[config.mk]
export PLATFORM = sky130hd
export DESIGN_NAME = page_mapper
export DESIGN_NICKNAME = d
export VERILOG_FILES = /design/src/rtl/pmap_pkg.sv /design/src/rtl/pmap_win_decode.sv /design/src/rtl/pmap_table.sv /design/src/rtl/pmap_rd_mux.sv /design/src/rtl/page_mapper.sv
export SDC_FILE = /design/constraint.sdc
export NUM_CORES = 1
export LEC_CHECK = 0
export BUFFER_PORTS_ARGS = -buffer_cell sky130_fd_sc_hd__buf_2
export CORE_UTILIZATION = 30
export CTS_BUF_LIST = sky130_fd_sc_hd__clkbuf_16
export CTS_CLUSTER_SIZE = 16
export DETAILED_ROUTE_END_ITERATION = 16
export PLACE_DENSITY = 0.58
export REMOVE_ABC_BUFFERS = 1
export SLEW_MARGIN = 20
export SYNTH_ARGS = -nofsm -noshare
export SYNTH_HDL_FRONTEND = slang
export SYNTH_SLANG_ARGS = --single-unit
[constraint.sdc]
create_clock -name clk_i -period 6.25 [get_ports clk_i]
set_input_delay 0.9375 -clock clk_i [delete_from_list [all_inputs] [get_ports clk_i]]
set_output_delay 0.9375 -clock clk_i [all_outputs]
set_load 0.1 [all_outputs]
[src/rtl/pmap_pkg.sv]
package pmap_pkg;
  // entry value that makes logical page idx translate to physical page idx
  function automatic int unsigned pmap_reset_val(int unsigned idx, int unsigned inv_mask);
    return idx ^ inv_mask;
  endfunction
endpackage

[src/rtl/pmap_win_decode.sv]
module pmap_win_decode #(
  parameter int unsigned LADDR_W = 16,
  parameter int unsigned IDX_W   = 4
) (
  input  logic               clk_i,
  input  logic               rst_ni,
  input  logic               valid_i,
  input  logic               we_i,
  input  logic [LADDR_W-1:0] laddr_i,
  output logic               hit_o,
  output logic               wr_en_o,
  output logic [IDX_W-1:0]   idx_o
);
  // window = top 2**IDX_W logical addresses, decoded pre-translation
  assign hit_o   = valid_i && (&laddr_i[LADDR_W-1:IDX_W]);
  assign wr_en_o = hit_o && we_i;
  assign idx_o   = laddr_i[IDX_W-1:0];

  AST_HIT_NEEDS_VALID: assert property (@(posedge clk_i) disable iff (!rst_ni)
    hit_o |-> valid_i);
  AST_WR_NEEDS_STROBE: assert property (@(posedge clk_i) disable iff (!rst_ni)
    wr_en_o |-> (we_i && hit_o));
endmodule

[src/rtl/pmap_table.sv]
module pmap_table
  import pmap_pkg::*;
#(
  parameter int unsigned N_ENT            = 16,
  parameter int unsigned IDX_W            = 4,
  parameter int unsigned ENT_W            = 8,
  parameter logic [ENT_W-1:0] INV_MASK    = 8'h0F
) (
  input  logic                        clk_i,
  input  logic                        rst_ni,
  input  logic                        wr_en_i,
  input  logic [IDX_W-1:0]            wr_idx_i,
  input  logic [ENT_W-1:0]            wr_data_i,
  output logic [N_ENT-1:0][ENT_W-1:0] entries_o
);
  for (genvar g = 0; g < N_ENT; g++) begin : g_ent
    logic [ENT_W-1:0] ent_q;
    always_ff @(posedge clk_i or negedge rst_ni) begin
      if (!rst_ni)
        ent_q <= ENT_W'(pmap_reset_val(g, int'(INV_MASK)));
      else if (wr_en_i && (wr_idx_i == IDX_W'(g)))
        ent_q <= wr_data_i;
    end
    assign entries_o[g] = ent_q;
  end

  AST_MAP_WRITE_LANDS: assert property (@(posedge clk_i) disable iff (!rst_ni)
    wr_en_i |=> entries_o[$past(wr_idx_i)] == $past(wr_data_i));
  AST_TABLE_HOLDS: assert property (@(posedge clk_i) disable iff (!rst_ni)
    !wr_en_i |=> $stable(entries_o));
endmodule

[src/rtl/pmap_rd_mux.sv]
module pmap_rd_mux #(
  parameter int unsigned N_ENT = 16,
  parameter int unsigned IDX_W = 4,
  parameter int unsigned ENT_W = 8
) (
  input  logic [N_ENT-1:0][ENT_W-1:0] entries_i,
  input  logic [IDX_W-1:0]            sel_i,
  output logic [ENT_W-1:0]            data_o
);
  assign data_o = entries_i[sel_i];
endmodule

[src/rtl/page_mapper.sv]
module page_mapper #(
  parameter int unsigned LADDR_W          = 16,
  parameter int unsigned IDX_W            = 4,
  parameter int unsigned ENT_W            = 8,
  parameter logic [ENT_W-1:0] INV_MASK    = 8'h0F,
  localparam int unsigned N_ENT           = 1 << IDX_W,
  localparam int unsigned OFF_W           = LADDR_W - IDX_W,
  localparam int unsigned PADDR_W         = ENT_W + OFF_W
) (
  input  logic               clk_i,
  input  logic               rst_ni,
  input  logic               valid_i,
  input  logic               we_i,
  input  logic [LADDR_W-1:0] laddr_i,
  input  logic [ENT_W-1:0]   wdata_i,
  output logic [PADDR_W-1:0] paddr_o,
  output logic               map_hit_o,
  input  logic [IDX_W-1:0]   dbg_idx_i,
  output logic [ENT_W-1:0]   dbg_data_o
);
  logic                        wr_en;
  logic [IDX_W-1:0]            wr_idx;
  logic [N_ENT-1:0][ENT_W-1:0] entries;
  logic [ENT_W-1:0]            page_raw;

  pmap_win_decode #(.LADDR_W(LADDR_W), .IDX_W(IDX_W)) u_dec (
    .clk_i, .rst_ni, .valid_i, .we_i, .laddr_i,
    .hit_o(map_hit_o), .wr_en_o(wr_en), .idx_o(wr_idx)
  );

  pmap_table #(.N_ENT(N_ENT), .IDX_W(IDX_W), .ENT_W(ENT_W), .INV_MASK(INV_MASK)) u_tbl (
    .clk_i, .rst_ni, .wr_en_i(wr_en), .wr_idx_i(wr_idx), .wr_data_i(wdata_i),
    .entries_o(entries)
  );

  pmap_rd_mux #(.N_ENT(N_ENT), .IDX_W(IDX_W), .ENT_W(ENT_W)) u_xlate_mux (
    .entries_i(entries), .sel_i(laddr_i[LADDR_W-1:OFF_W]), .data_o(page_raw)
  );

  pmap_rd_mux #(.N_ENT(N_ENT), .IDX_W(IDX_W), .ENT_W(ENT_W)) u_dbg_mux (
    .entries_i(entries), .sel_i(dbg_idx_i), .data_o(dbg_data_o)
  );

  assign paddr_o = {page_raw ^ INV_MASK, laddr_i[OFF_W-1:0]};

  // translation path and debug path must agree on the same entry
  AST_XLATE_MATCHES_DBG: assert property (@(posedge clk_i) disable iff (!rst_ni)
    (laddr_i[LADDR_W-1:OFF_W] == dbg_idx_i) |->
      (paddr_o[PADDR_W-1:OFF_W] == (dbg_data_o ^ INV_MASK)));
endmodule

# Word-level counts from Yosys, hierarchy flattened
# Cells that the tools add are included.
# W data, S select, Z words.
[word_totals] register_bits=128 output_inout_bits=29 wordCells=58 in_bits=32
[op_classes] n_lt_le_gt_ge=2 n_bitwise=1 eq_ne=15 n_reduce_logical=20 muxes=4
[op_table] cell="$bmux W8 S4" count=2
[op_table] cell="$eq A4 B4 Y1 const B" count=8
[op_table] cell="$logic_and A1 B1 Y1" count=18
[op_table] cell="$eq A4 B3 Y1 const B" count=4
[op_table] cell="$mux W8" count=2
[op_table] cell="$reduce_and A12 Y1" count=1
[op_table] cell="$lt A4 B5 Y1 const B" count=2
[op_table] cell="$eq A4 B2 Y1 const B" count=2
[op_table] cell="$eq A4 B1 Y1 const B" count=1
[op_table] cell="$logic_not A4 Y1" count=1
[op_table] cell="$not A4 Y4" count=1

# Logic depth before layout (Yosys ltp)
# Gate-level depths: netlist of run 1.
[logic_depth] depth_word=4 mapped_depth=7 mapped_depth_nobuf=4

# Hierarchy
# From an unflattened synthesis of run 1, not the netlist that was laid out.
[unflattened] cells_unflattened=461 hier_area_um2=7225.7
[by_module_without_submodules] mod="pmap_table" n_inst=1 area_each_um2=4983.5 cells_each=294 seq_area_each_um2=3243.1
[by_module_without_submodules] mod="pmap_rd_mux" n_inst=2 area_each_um2=1033.5 cells_each=70 seq_area_each_um2=0.0
[by_module_without_submodules] mod="page_mapper" n_inst=1 area_each_um2=105.1 cells_each=16 seq_area_each_um2=0.0
[by_module_without_submodules] mod="pmap_win_decode" n_inst=1 area_each_um2=70.1 cells_each=11 seq_area_each_um2=0.0

# Worst setup path after synthesis of run 1
# Ideal clock, no wire load.
[synth_path] path_type="input to output" start="input port laddr_i[12]" end="output port paddr_o[17]" required_ps=5312 stages=7 path_buffers=3 arrival_time_ps=4125 path_slack_ps=1187 cell_sequence="buf_2 > buf_4 > buf_2 > mux2i_1 > a22oi_1 > mux2i_1 > o21ai_0"
[synth_via] elab_chain_len=2
[synth_lines] item="start, declared" line="page_mapper.sv:14" rtl="input logic [LADDR_W-1:0] laddr_i,"
[synth_lines] item="$bmux W8 S4" line="pmap_rd_mux.sv:10" rtl="assign data_o = entries_i[sel_i];"
[synth_lines] item="$mux W8 (not written as such)" line="pmap_rd_mux.sv:10"
[synth_lines] item="end, declared" line="page_mapper.sv:16" rtl="output logic [PADDR_W-1:0] paddr_o,"
# Every way passes these cells. The select of a mux whose other input is x is not followed.

# Final worst setup path of run 1
[layout_path] start="input port dbg_idx_i[0]" end="output port dbg_data_o[0]"
[layout_via] elab_chain_len=2
[layout_lines] item="start, declared" line="page_mapper.sv:18" rtl="input logic [IDX_W-1:0] dbg_idx_i,"
[layout_lines] item="$bmux W8 S4" line="pmap_rd_mux.sv:10"
[layout_lines] item="$mux W8 (not written as such)" line="pmap_rd_mux.sv:10"
[layout_lines] item="end, declared" line="page_mapper.sv:19" rtl="output logic [ENT_W-1:0] dbg_data_o"
# Every way passes these cells. The select of a mux whose other input is x is not followed.

==> run_results.csv, run 1 <==
group,metric,value,unit
logic_synthesis,synthCells,445,
clock_network,cts_resized,0,
sta,period_needed,4.19,ns
drt,drtIter0Drc,322,
global_route,grt_pass1_vias,4691,
finish,largest_register_ffs,128,
drt,drc_errors,0,
setup_path,crit_arrival,3.26,ns
sta,drv_slew,0,
setup_path,cp-startpoint,"dbg_idx_i[0]",
finish,layout_common_cells,"mux2_2, dfrtp_1, mux4_2",
logic_synthesis,syn_area,7120,um2
sta,finalSetupViolations,0,
drt,detail_route.first_pass.iterations,4,
setup_path,endpoint_kind,"output port",
pwr,power_density,228,nW/um2
logic_synthesis,synth_compound_area_frac,0.0148,
placed_design,gp_congestion,0.774,
clock_network,clockBufferDepth,2,
run_status,outcome,"finished, final reports clean",
finish,final_common_cell,"mux2_2",
placed_design,dp.cells,776,
clock_network,clock-sinks,128,
finish,nFillCells,2216,
clock_network,post_cts_buffers,0,
sta,timing.hold.ws,0.524,ns
clock_network,cts_tree,"yes",
clock_network,cts_root_buf,"clkbuf_16",
setup_path,regToRegStartpoint,"u_tbl.g_ent[2].ent_q[1]",
finish,drive_gt1_frac,0.671,
drt,ant_nets,0,
pwr,peakVddDrop,0.181,mV
sta,finClkSkew,0,ns
logic_synthesis,yosysSeqAreaShare,0.456,
setup_path,crit_required,5.31,ns
setup_path,crit_type,"input port to output port",
logic_synthesis,synth.yosys.warnings,0,
logic_synthesis,synth-xor-area-share,0,
clock_network,numCtsBuffers,17,
finish,multi_input_area,3620,um2
logic_synthesis,synth_cell_types,27,
global_route,grt_pass1_wl,28600,um
finish,ff_latch_area,3240,um2
floorplan,initial_core_util,0.310,
logic_synthesis,synth_seq_cells,128,
placed_design,io_buffers,60,
placed_design,dp_hpwl,12000,um
drt,wl_per_cell,22.7,um
floorplan,dieWidth,156,um
finish,layout.nets,514,
finish,synthToLayoutAreaGrowth,14.1,%
run,maxCapViolCount,0,
clock_network,holdBufCountCts,0,
floorplan,io_pins,61,
global_route,antenna_found_initial,0,
global_route,overflow,0,
floorplan,die_h,156,um
sta,finalSetupTns,0,ns
clock_network,clk_pin_slew,0.05,ns
finish,final_cells,808,
logic_synthesis,synthTopCellsByArea,"dfrtp_1, mux4_2, mux2_2",
floorplan,dieArea,24300,um2
sta,rsz0062_at_grt,"no",
logic_synthesis,synth_top_area_frac,0.338,
drt,routed_wirelength,18400,um
setup_path,reg2reg_slack,5.45,ns
logic_synthesis,avgSynthCellArea,16.0,um2
pwr,power.leakage,3.65,nW
setup_path,cp_max_fo,17,
drt,routed_via_density,5.32,
min_path,hp-class,"flip-flop to flip-flop",
logic_synthesis,synth_top_family_by_area,"multiplexers",
setup_path,worstSetupStartpointType,"input port",
sta,fmax,238,MHz
global_route,gr-usage-all-layers,0.162,
logic_synthesis,synth.area.mux_share,0.447,
finish,reg.largest.list,"u_tbl.g_ent.ent_q: 128 flops",
global_route,grt_max_degree,75,
floorplan,row_count,55,
clock_network,insertion_delay,0.41,ns
clock_network,h-tree-depth,4,
drt,vias,4299,
floorplan,coreArea,23000,um2
min_path,min_from,"u_tbl.g_ent[1].ent_q[6]",
sta,hold_violations,0,
logic_synthesis,synth_fa_ha_area_frac,0,
logic_synthesis,yosys.area.top_type,"dfrtp_1",
finish,n_antenna_cell,0,
logic_synthesis,synthSimpleGateAreaFrac,0.0469,
sta,slew_headroom,0.367,
finish,fin_util,0.353,
sta,worst_slew_pin_slew,0.949,ns
finish,regMostFlops,"u_tbl.g_ent.ent_q",
sta,fin_crit_sh,0.671,
==> critical path, stage by stage <==
cell and delay [ns]:
buf_2 0.48, buf_4 0.44, mux4_2 0.55, mux4_2 0.51
buf_2 0.31
==> power breakdown <==
| group | internal [mW] | switching (mW) | total (mW) |
|---|---|---|---|
| registers | 0.831 | 0.000119 | 0.831 |
| clock network | 0.528 | 0.341 | 0.869 |
| logic | 0.0360 | 0.117 | 0.153 |
==> stage by stage <==
| step | power, mW | worst slack (ns) | instance area (um2) |
|---|---|---|---|
| 2_1_floorplan | 0.886 | 1.80 | 6860 |
| 3_3_place_gp | 0.996 | 2.06 | 7600 |
| 3_5_place_dp | 0.999 | 2.00 | 7600 |
| 4_1_cts | 1.87 | 2.01 | 8120 |
| 5_1_grt | 1.92 | 1.90 | 8120 |
| 6_report | 1.85 | 2.06 | 8120 |
==> final timing paths <==
| path | end | cells after the start |
|---|---|---|
| setup / recovery | dbg_data_o[0] | 5 |
| hold / removal | u_tbl.g_ent[1].ent_q[6] | 1 |
| setup reg to reg | u_tbl.g_ent[2].ent_q[1] | 1 |
| hold reg to reg | u_tbl.g_ent[1].ent_q[6] | 1 |
| max in group asynchronous | u_tbl.g_ent[2].ent_q[6] | 2 |
| min in group asynchronous | u_tbl.g_ent[13].ent_q[6] | 1 |
==> kinds of logic after synthesis <==
logic type             Yosys count
multiplexers                   216
AND/OR/NAND/NOR                 36
buffers and inverters           49
flip-flops                     128
AO/OA/AOI/OAI                   16
==> cell usage after synthesis <==
cell type    n
buf_1        5
and4_1       6
buf_6        1
mux2_2     132
nand2_1      1
and2_1       3
mux2i_1     16
nor4_4       1
nand4_2      1
nor3b_1      1
a21oi_1      4
buf_4       13
clkbuf_1    16
dfstp_2     32
a32oi_1      4
mux4_2      68
buf_2       13
nand3_1      1
nand4_1      2
nand3_2      4
dfrtp_1     96
nor2b_1      5
o21ai_0      4
nor2_1       6
a22oi_1      4
nand4_4      5
inv_1        1
==> area by class of cell <==
type / instances / area share
clock buffers: 17 / 0.0524
clock inverters: 15 / 0.0109
inverters: 1 / 0.000462
multi-input cells: 268 / 0.446
flip-flops and latches: 128 / 0.400
well taps: 313 / 0.0482
repair buffers: 66 / 0.0428
==> metal layers <==
| layer | part of all wire | vias to the layer above | track usage |
|---|---|---|---|
| li1 | - | 1825 | - |
| met5 | 0 | - | 0 |
| met3 | 0.031 | 37 | 0.0344 |
| met1 | 0.41 | 2353 | 0.196 |
| met2 | 0.52 | 84 | 0.278 |
| met4 | 0.033 | 0 | 0.0714 |
Note: power is estimated with default switching activity, not from simulation.
==> run 2: changes to the inputs <==
--- a/config.mk
+++ b/config.mk
@@ -10,7 +10,7 @@
 export CTS_BUF_LIST = sky130_fd_sc_hd__clkbuf_16
 export CTS_CLUSTER_SIZE = 16
 export DETAILED_ROUTE_END_ITERATION = 16
-export PLACE_DENSITY = 0.58
+export PLACE_DENSITY = 0.59
 export REMOVE_ABC_BUFFERS = 1
 export SLEW_MARGIN = 20
 export SYNTH_ARGS = -nofsm -noshare
==> constraint.sdc (replaced) <==
create_clock -name clk_i -period 3.5 [get_ports clk_i]
set_input_delay 0.525 -clock clk_i [delete_from_list [all_inputs] [get_ports clk_i]]
set_output_delay 0.525 -clock clk_i [all_outputs]
set_load 0.1 [all_outputs]
==> run_results.csv, run 2 (synthesis results as in run 1) <==
group,metric,value,unit
clock_network,post_cts_buffers,0,
drt,routed_via_density,5.33,
setup_path,cp_slowest_cell,"mux4_2",
floorplan,die_h,156,um
clock_network,cts_resized,0,
clock_network,h-tree-depth,4,
sta,rsz0062_at_grt,"no",
finish,drive_gt1_frac,0.680,
drt,ant_nets,0,
placed_design,dp_hpwl,12400,um
setup_path,crit_arrival,2.44,ns
global_route,grt_pass1_wl,28900,um
drt,drtIter0Drc,257,
setup_path,worstSetupStartpointType,"input port",
setup_path,crit_chain,"buf_2 > buf_4 > mux4_2 > mux2i_1 > nor2_1 > a21oi_1 > buf_12",
placed_design,io_buffers,60,
sta,fmax,338,MHz
clock_network,numCtsBuffers,17,
finish,final_cells,821,
setup_path,endpoint_kind,"output port",
run,maxCapViolCount,0,
global_route,antenna_found_initial,1,
pwr,power_density,389,nW/um2
global_route,grt_max_degree,129,
floorplan,dieWidth,156,um
run_status,outcome,"finished, final reports clean",
clock_network,insertion_delay,0.42,ns
clock_network,cts_tree,"yes",
clock_network,clockBufferDepth,2,
pwr,p_total,3.24,mW
setup_path,cp_max_fo,16,
finish,layout.nets,526,
setup_path,crit_path_max_incr_delay,0.51,ns
drt,vias,4379,
finish,nFillCells,2216,
pwr,peakVddDrop,0.321,mV
finish,multi_input_area,3620,um2
finish,final_common_cell,"mux2_2",
sta,timing.hold.ws,0.179,ns
floorplan,io_pins,61,
sta,hold_violations,0,
global_route,overflow,0,
setup_path,crit_type,"input port to output port",
min_path,hp-class,"input port to asynchronous set/reset pin",
setup_path,crit_required,2.97,ns
pwr,intPower,2.43,mW
placed_design,dp_slack,0.481,ns
clock_network,holdBufCountCts,0,
pwr,p_sw_frac,0.251,
placed_design,gp_congestion,0.808,
clock_network,clock-sinks,128,
sta,finClkSkew,0,ns
finish,synthToLayoutAreaGrowth,17.2,%
pwr,p_comb_frac,0.089,
global_route,grt_pass1_vias,4674,
finish,regMostFlops,"u_tbl.g_ent.ent_q",
drt,detail_route.first_pass.iterations,4,
sta,postLayoutSetupSlackWorst,0.539,ns
pwr,switchingPower,0.815,mW
clock_network,clk_pin_slew,0.05,ns
floorplan,dieArea,24300,um2
finish,fin_util,0.363,
drt,wl_per_cell,22.7,um
finish,reg.largest.list,"u_tbl.g_ent.ent_q: 128 flops",
clock_network,cts_root_buf,"clkbuf_16",
finish,layout_common_cells,"mux2_2, dfrtp_1, mux4_2",
finish,ff_latch_area,3240,um2
placed_design,dp.cells,788,
floorplan,coreArea,23000,um2
pwr,clockPowerShare,0.453,
floorplan,row_count,55,
pwr,pwr-share-seq,0.457,
sta,worst_slew_pin_slew,0.795,ns
sta,drv_slew,0,
sta,period_needed,2.96,ns
finish,largest_register_ffs,128,
pwr,power.leakage,3.77,nW
drt,drc_errors,0,
floorplan,initial_core_util,0.310,
sta,fin_crit_sh,0.846,
sta,finalSetupViolations,0,
sta,slew_headroom,0.469,
global_route,gr-usage-all-layers,0.166,
drt,routed_wirelength,18700,um
[run 2: layout make-up]
cell class,instances,area share
timing repair buffer,78,0.0711
clock inverter,15,0.00810
tap,313,0.0469
sequential,128,0.389
inverter,1,0.000450
clock buffer,17,0.0510
multi-input combinational,268,0.433
antenna,1,0.000300
[run 2: worst paths after layout]
check | from | to | cells after the start | slack [ns]
max | laddr_i[14] | paddr_o[13] | 7 | 0.54
min | rst_ni | u_tbl.g_ent[2].ent_q[4] | 2 | 0.18
max reg2reg | u_tbl.g_ent[15].ent_q[3] | u_tbl.g_ent[15].ent_q[3] | 1 | 2.71
min reg2reg | u_tbl.g_ent[14].ent_q[2] | u_tbl.g_ent[14].ent_q[2] | 1 | 0.53
max in group asynchronous | rst_ni | u_tbl.g_ent[12].ent_q[3] | 2 | 2.77
min in group clk_i | u_tbl.g_ent[14].ent_q[2] | u_tbl.g_ent[14].ent_q[2] | 1 | 0.53
[run 2: power by group through the flow]
stage	combinational, mW	clock [mW]	sequential (mW)
finish	0.290	1.47	1.48
global route	0.311	1.58	1.48
CTS	0.296	1.51	1.48
detailed placement	0.296	0	1.51
global placement	0.292	0	1.51
floorplan	0.0736	0	1.51
[run 2: critical path: cells and delay by family]
family / cells / cell delay, ns
and+or+nand+nor: 1 / 0.06
AOI/OAI and AO/OA: 1 / 0.24
buffers and inverters: 3 / 0.93
muxes: 2 / 0.67
[run 2: stage by stage]
stage | setup TNS (ns) | area [um2]
2_1_floorplan | -1.01 | 6860
3_3_place_gp | 0 | 7850
3_5_place_dp | 0 | 7850
4_1_cts | 0 | 8340
5_1_grt | 0 | 8340
6_report | 0 | 8340
[run 2: layer usage]
| metal | vias to the layer above | track usage | wire length, um | share of wire |
|---|---|---|---|---|
| li1 | 1843 | - | - | - |
| met1 | 2357 | 0.229 | 8220 | 0.44 |
| met2 | 153 | 0.249 | 8580 | 0.46 |
| met3 | 26 | 0.0458 | 1490 | 0.080 |
| met4 | 0 | 0.0602 | 391 | 0.021 |
| met5 | - | 0 | 0 | 0 |
